`src/rtl/rps_pkg.sv`:
```
// Shared types for the reversible permutation gate extractor.
package rps_pkg;
    // Controller phases of one run.
    typedef enum logic [2:0] {
        ST_IDLE,   // waiting for start, loads allowed
        ST_CHK,    // duplicate scan, one row per cycle
        ST_PASS,   // clear visited marks, rewind row pointer
        ST_ROW,    // examine row j
        ST_SRCH,   // linear search for the partner row
        ST_ACT,    // decide exchange, emit gate
        ST_END     // end of pass: advance variable, test identity
    } rps_state_e;
endpackage

```
`src/rtl/rps_table.sv`:
```
// Truth table storage: one N-bit output word per row.
// Assumes a swap and a load never coincide (the controller only loads while idle).
// Resets to the identity permutation; is_ident reports whether it still holds.
module rps_table #(
    parameter int N = 3
) (
    input  logic         clk,
    input  logic         rst_n,
    input  logic         wr_en,
    input  logic [N-1:0] wr_addr,
    input  logic [N-1:0] wr_data,
    input  logic         sw_en,
    input  logic [N-1:0] sw_a,
    input  logic [N-1:0] sw_b,
    input  logic [N-1:0] rd_a_addr,
    output logic [N-1:0] rd_a_data,
    input  logic [N-1:0] rd_b_addr,
    output logic [N-1:0] rd_b_data,
    output logic         is_ident
);
    localparam int ROWS = 1 << N;

    logic [N-1:0]    mem [ROWS];
    logic [ROWS-1:0] row_ok;

    // Storage update: reset to identity, exchange two rows, or load one.
    always_ff @(posedge clk) begin
        if (!rst_n) begin
            for (int r = 0; r < ROWS; r++) mem[r] <= N'(r);
        end else if (sw_en) begin
            mem[sw_a] <= mem[sw_b];
            mem[sw_b] <= mem[sw_a];
        end else if (wr_en) begin
            mem[wr_addr] <= wr_data;
        end
    end

    assign rd_a_data = mem[rd_a_addr];
    assign rd_b_data = mem[rd_b_addr];

    // Per-row home test, reduced to a single identity flag.
    for (genvar g = 0; g < ROWS; g++) begin : g_home
        assign row_ok[g] = (mem[g] == N'(g));
    end
    assign is_ident = &row_ok;
endmodule

```
`src/rtl/rps_visit.sv`:
```
// Visited marks for the rows of the current pass.
// Two set ports: one for the row under inspection, one for an exchanged partner.
module rps_visit #(
    parameter int N = 3
) (
    input  logic              clk,
    input  logic              rst_n,
    input  logic              clr,
    input  logic              set_a,
    input  logic [N-1:0]      idx_a,
    input  logic              set_b,
    input  logic [N-1:0]      idx_b,
    output logic [(1<<N)-1:0] flags
);
    // Mark maintenance: clear at pass start, otherwise accumulate sets.
    always_ff @(posedge clk) begin
        if (!rst_n || clr) begin
            flags <= '0;
        end else begin
            if (set_a) flags[idx_a] <= 1'b1;
            if (set_b) flags[idx_b] <= 1'b1;
        end
    end
endmodule

```
`src/rtl/rps_gate_fmt.sv`:
```
// Gate field formatter: one-hot of the target, control mask and polarity.
// Assumes tgt < N. Polarity is the given output word with the target bit cleared.
module rps_gate_fmt #(
    parameter int N  = 3,
    parameter int IW = 2
) (
    input  logic [IW-1:0] tgt,
    input  logic [N-1:0]  val,
    output logic [N-1:0]  hot,
    output logic [N-1:0]  mask,
    output logic [N-1:0]  pol
);
    for (genvar b = 0; b < N; b++) begin : g_bit
        assign hot[b] = (tgt == IW'(b));
    end
    assign mask = ~hot;
    assign pol  = val & mask;
endmodule

```
`src/rtl/rps_engine.sv`:
```
// Reversible permutation gate extractor, top level.
// Scans the table one variable per pass and exchanges single-bit partner
// outputs until the table is the identity, emitting one gate per exchange.
// Assumes loads arrive only while idle; they are dropped otherwise.
module rps_engine
    import rps_pkg::*;
#(
    parameter int N_VARS = 3
) (
    input  logic                                      clk,
    input  logic                                      rst_n,
    input  logic                                      ld_en,
    input  logic [N_VARS-1:0]                         ld_addr,
    input  logic [N_VARS-1:0]                         ld_data,
    input  logic                                      start,
    output logic                                      busy,
    output logic                                      done,
    output logic                                      err,
    output logic                                      gate_valid,
    output logic [((N_VARS > 1) ? $clog2(N_VARS) : 1)-1:0] gate_tgt,
    output logic [N_VARS-1:0]                         gate_mask,
    output logic [N_VARS-1:0]                         gate_pol
);
    localparam int ROWS     = 1 << N_VARS;
    localparam int IW       = (N_VARS > 1) ? $clog2(N_VARS) : 1;
    localparam int MAX_PASS = ROWS * N_VARS * 4;
    localparam int PW       = $clog2(MAX_PASS + 1);

    rps_state_e          st;
    logic [N_VARS-1:0]   row_j, row_k, cur_val;
    logic [IW-1:0]       var_i;
    logic [PW-1:0]       pass_cnt;
    logic [ROWS-1:0]     seen;
    logic                done_q, err_q;
    logic                gv_q;
    logic [IW-1:0]       gt_q;
    logic [N_VARS-1:0]   gm_q, gp_q;

    logic [N_VARS-1:0]   rd_a_data, rd_b_data;
    logic                is_ident;
    logic [ROWS-1:0]     visited;
    logic [N_VARS-1:0]   tgt_hot, tgt_mask, tgt_pol;
    logic [N_VARS-1:0]   partner;
    logic                row_last, bit_ok, do_swap, var_wrap;
    logic [PW-1:0]       pass_next;

    assign partner   = cur_val ^ tgt_hot;
    assign row_last  = (row_j == N_VARS'(ROWS - 1));
    assign bit_ok    = (rd_a_data[var_i] == row_j[var_i]);
    assign do_swap   = (st == ST_ACT) && ((row_k > row_j) || (rd_b_data != row_k));
    assign var_wrap  = (var_i == IW'(N_VARS - 1));
    assign pass_next = pass_cnt + PW'(1);

    rps_table #(.N(N_VARS)) u_table (
        .clk       (clk),
        .rst_n     (rst_n),
        .wr_en     (ld_en && (st == ST_IDLE)),
        .wr_addr   (ld_addr),
        .wr_data   (ld_data),
        .sw_en     (do_swap),
        .sw_a      (row_j),
        .sw_b      (row_k),
        .rd_a_addr (row_j),
        .rd_a_data (rd_a_data),
        .rd_b_addr (row_k),
        .rd_b_data (rd_b_data),
        .is_ident  (is_ident)
    );

    rps_visit #(.N(N_VARS)) u_visit (
        .clk   (clk),
        .rst_n (rst_n),
        .clr   (st == ST_PASS),
        .set_a ((st == ST_ROW) && !visited[row_j]),
        .idx_a (row_j),
        .set_b (do_swap),
        .idx_b (row_k),
        .flags (visited)
    );

    rps_gate_fmt #(.N(N_VARS), .IW(IW)) u_fmt (
        .tgt  (var_i),
        .val  (cur_val),
        .hot  (tgt_hot),
        .mask (tgt_mask),
        .pol  (tgt_pol)
    );

    // Run controller: duplicate scan, row passes, partner search, pass bookkeeping.
    always_ff @(posedge clk) begin
        if (!rst_n) begin
            st       <= ST_IDLE;
            row_j    <= '0;
            row_k    <= '0;
            cur_val  <= '0;
            var_i    <= '0;
            pass_cnt <= '0;
            seen     <= '0;
            done_q   <= 1'b0;
            err_q    <= 1'b0;
            gv_q     <= 1'b0;
            gt_q     <= '0;
            gm_q     <= '0;
            gp_q     <= '0;
        end else begin
            gv_q <= 1'b0;
            unique case (st)
                ST_IDLE: begin
                    if (start) begin
                        done_q <= 1'b0;
                        err_q  <= 1'b0;
                        seen   <= '0;
                        row_j  <= '0;
                        st     <= ST_CHK;
                    end
                end
                ST_CHK: begin
                    if (seen[rd_a_data]) begin
                        err_q <= 1'b1;
                        st    <= ST_IDLE;
                    end else begin
                        seen[rd_a_data] <= 1'b1;
                        if (row_last) begin
                            var_i    <= '0;
                            pass_cnt <= '0;
                            st       <= ST_PASS;
                        end else begin
                            row_j <= row_j + 1'b1;
                        end
                    end
                end
                ST_PASS: begin
                    row_j <= '0;
                    st    <= ST_ROW;
                end
                ST_ROW: begin
                    if (visited[row_j] || bit_ok) begin
                        if (row_last) st <= ST_END;
                        else          row_j <= row_j + 1'b1;
                    end else begin
                        cur_val <= rd_a_data;
                        row_k   <= '0;
                        st      <= ST_SRCH;
                    end
                end
                ST_SRCH: begin
                    if (rd_b_data == partner) st <= ST_ACT;
                    else                      row_k <= row_k + 1'b1;
                end
                ST_ACT: begin
                    if (do_swap) begin
                        gv_q <= 1'b1;
                        gt_q <= var_i;
                        gm_q <= tgt_mask;
                        gp_q <= tgt_pol;
                    end
                    if (row_last) begin
                        st <= ST_END;
                    end else begin
                        row_j <= row_j + 1'b1;
                        st    <= ST_ROW;
                    end
                end
                ST_END: begin
                    pass_cnt <= pass_next;
                    var_i    <= var_wrap ? '0 : var_i + 1'b1;
                    if (is_ident) begin
                        done_q <= 1'b1;
                        st     <= ST_IDLE;
                    end else if (pass_next >= PW'(MAX_PASS)) begin
                        err_q <= 1'b1;
                        st    <= ST_IDLE;
                    end else begin
                        st <= ST_PASS;
                    end
                end
                default: st <= ST_IDLE;
            endcase
        end
    end

    assign busy       = (st != ST_IDLE);
    assign done       = done_q;
    assign err        = err_q;
    assign gate_valid = gv_q;
    assign gate_tgt   = gt_q;
    assign gate_mask  = gm_q;
    assign gate_pol   = gp_q;
endmodule

```
`config.mk`:
```
export PLATFORM = sky130hd
export DESIGN_NAME = rps_engine
export DESIGN_NICKNAME = d
export VERILOG_FILES = /design/src/rtl/rps_pkg.sv /design/src/rtl/rps_table.sv /design/src/rtl/rps_visit.sv /design/src/rtl/rps_gate_fmt.sv /design/src/rtl/rps_engine.sv
export SDC_FILE = /design/constraint.sdc
export NUM_CORES = 1
export LEC_CHECK = 0
export BUFFER_PORTS_ARGS = -buffer_cell sky130_fd_sc_hd__buf_2
export CORE_UTILIZATION = 30
export CTS_BUF_LIST = sky130_fd_sc_hd__clkbuf_8
export CTS_CLUSTER_SIZE = 28
export DETAILED_ROUTE_END_ITERATION = 10
export HOLD_SLACK_MARGIN = 0.15
export PLACE_DENSITY = 0.44
export SLEW_MARGIN = 5
export SYNTH_ARGS = -nofsm -noshare
export SYNTH_HDL_FRONTEND = slang
export SYNTH_SLANG_ARGS = --single-unit
```
`constraint.sdc`:
```
create_clock -name clk -period 3.8 [get_ports clk]
set_input_delay 0.19 -clock clk [delete_from_list [all_inputs] [get_ports clk]]
set_output_delay 0.19 -clock clk [all_outputs]
set_load 0.005 [all_outputs]
```
==> out/qor.csv <==
metric;value;unit
hpwl;9820;um
min_path_type;in2reg;
ctsResizeCount;0;
grt-ovfl-total;0;
synth-main-ff-cell;dfxtp_1;
path_cells;mux4_2 > mux2i_2 > xor2_2 > a41oi_4 > buf_4 > nor2b_1 > nand3_1 > nand3_1;
rrSetupSlack;0.43;ns
grt_usage;17.9;%
synthCells;466;
period_share;88.7;%
grt_max_degree;30;
drc;0;
synth_seq_cells;78;
yosys.area.top_type_share;24.2;%
maxSlewViolCount;0;
rows;44;
post-synth-top-count-cell;nand2_1;
fin_nets;503;
cts_hold_buf;0;
period_minus_slack;3.37;ns
tns;0;ns
place_ws;0.452;ns
start_kind;register;
firstDrtPassIters;5;
drive_above_1_share;17.4;%
die_y;124;um
ios;22;
die_area;0.0154;mm^2
wire_per_inst;19.2;um
critPathMaxFanout;18;
skew;0.0152;ns
netlist_top_cells_count;nand2_1 (57), dfxtp_1 (54), nor2_1 (53), nand3_1 (31), edfxtp_1 (24);
path_common_cell;nand3_1;
max_freq;297;MHz
coreArea;0.0145;mm^2
drt-initial-drc-count;297;
synth_seq_area_share;40.3;%
worst_pin_slew;0.711;ns
initial_core_util;30.7;%
avgSynthCellArea;9.59;um^2
setup_violations;0;
hold_viol;0;
clock_latency;0.37;ns
cts_buffer_depth;2;
cts.sinks;78;
viasPerCell;5.36;
cp-end-kind;register;
post_cts_buffers;0;
whs;0.255;ns
cp.required;3.87;ns
grt_pass1_wl;20000;um
synth_edf_count;24;
setup_slack;0.428;ns
area_delta_synth_final;9.30;%
antenna_left;0;
grt_setup_unrepaired;no;
io_buffers;21;
n_antenna_cell;0;
path_clk_slew;0.08;ns
drt_wl_total;12900;um
cp.arrival;3.44;ns
synth.area.top_cells;dfxtp_1 (24%), edfxtp_1 (16%), mux4_2 (7.1%), nand2_1 (4.8%), nor2_1 (4.5%);
num_vias;3605;
cap_violations;0;
worstSetupPathType;reg2reg;
synth-warning-count;0;
cp_slowest_cell;mux4_2;
grt_pass1_vias;3456;
cts_tree;built;
htreeDepth;3;
synthesis.nets;485;
power.leakage;1.73;nW
ys_types;61;
status;finished, final reports clean;
async_flop_share;0;%
ir_drop;0.136;mV
antenna_found_initial;0;
critPathMaxStageDelay;0.57;ns
place.gp.congestion;0.817;
slew-limit-headroom;52.5;%
die_w;124;um
root_buffer;clkbuf_8;
cts_buffers;9;
utilization;33.6;%
yosysTopAreaCell;dfxtp_1;
powerDensity;347;mW/mm^2
fillers;1536;
synth_area;0.00447;mm^2
## registers in the layout, indices dropped and copies added, names as in the netlist, named ones only
name,flops
gate_tgt,2
u_table.mem,24
cur_val,3
pass_cnt,7
row_k,3
gate_mask,3
seen,8
gate_pol,3
done,1
var_i,2
gate_valid,1
row_j,3
u_visit.flags,8
st,3
err,1
## cell usage in the layout, fill, tap and decap left out, drive strengths merged, types with 6 or more instances in the layout
master and count:
dfxtp 54, nand2 57, clkbuf 9, o21ai 17
nor2 55, and2 7, edfxtp 24, nand4 7
nand2b 6, inv 18, a31oi 20, ha 9
nand3 32, o22ai 13, buf 31, a21oi 16
and3 7, mux2i 18, xor2 7, mux4 14
## final cells by class
type | count | area (um^2) | share of cell area [%]
clock buffers | 9 | 124 | 2.54
clock inverters | 7 | 33.8 | 0.692
inverters | 16 | 60.1 | 1.23
multi-input cells | 348 | 2450 | 50.2
flip-flops and latches | 78 | 1800 | 36.9
well taps | 184 | 230 | 4.71
repair buffers | 31 | 180 | 3.69
## worst max-delay path: cells and delay by family (launching register included)
family	cells	cell delay, ns
AOI/OAI and AO/OA	1	0.33
xor gates and xnor gates	1	0.17
buffers and inverters	1	0.31
DFF	1	0.56
muxes	2	1.05
and+or+nand+nor	3	0.67
## where the power goes
part	switching [mW]	leakage (nW)	internal [mW]
combinational	0.165	0.996	0.0932
clock	0.313	0.0888	0.227
sequential	0.0246	0.642	0.873
## worst paths after layout
kind / startpoint / endpoint / cells past startpoint
worst min-delay path: start / register / 4
worst max-delay path: register / u_table.mem[5][0] / 8
worst min register to register: err / err / 2
worst max register to register: register / u_table.mem[5][0] / 8
## kinds of logic after synthesis
logic type / share of synthesized area, %
simple gates: 20.0
buf+inv: 4.76
compound gates: 17.0
fa+ha+maj: 2.52
xor+xnor: 2.69
mux: 12.7
flops: 40.3
## through the flow
step / instance area, um^2 / std cells / power (mW)
CTS: 4880 / 673 / 1.70
detailed placement: 4730 / 657 / 1.17
global placement: 4730 / 657 / 1.17
global route: 4880 / 673 / 1.77
floorplan: 4470 / 466 / 1.10
finish: 4880 / 673 / 1.70
## per-layer routing
metal | global-route usage [%] | vias to the layer above | wire (um)
met5 | 0 | - | 0
met1 | 23.7 | 1720 | 5950
met2 | 28.6 | 115 | 6020
li1 | - | 1749 | -
met3 | 2.70 | 21 | 568
met4 | 8.41 | 0 | 387
(Power assumes the default switching activity.)
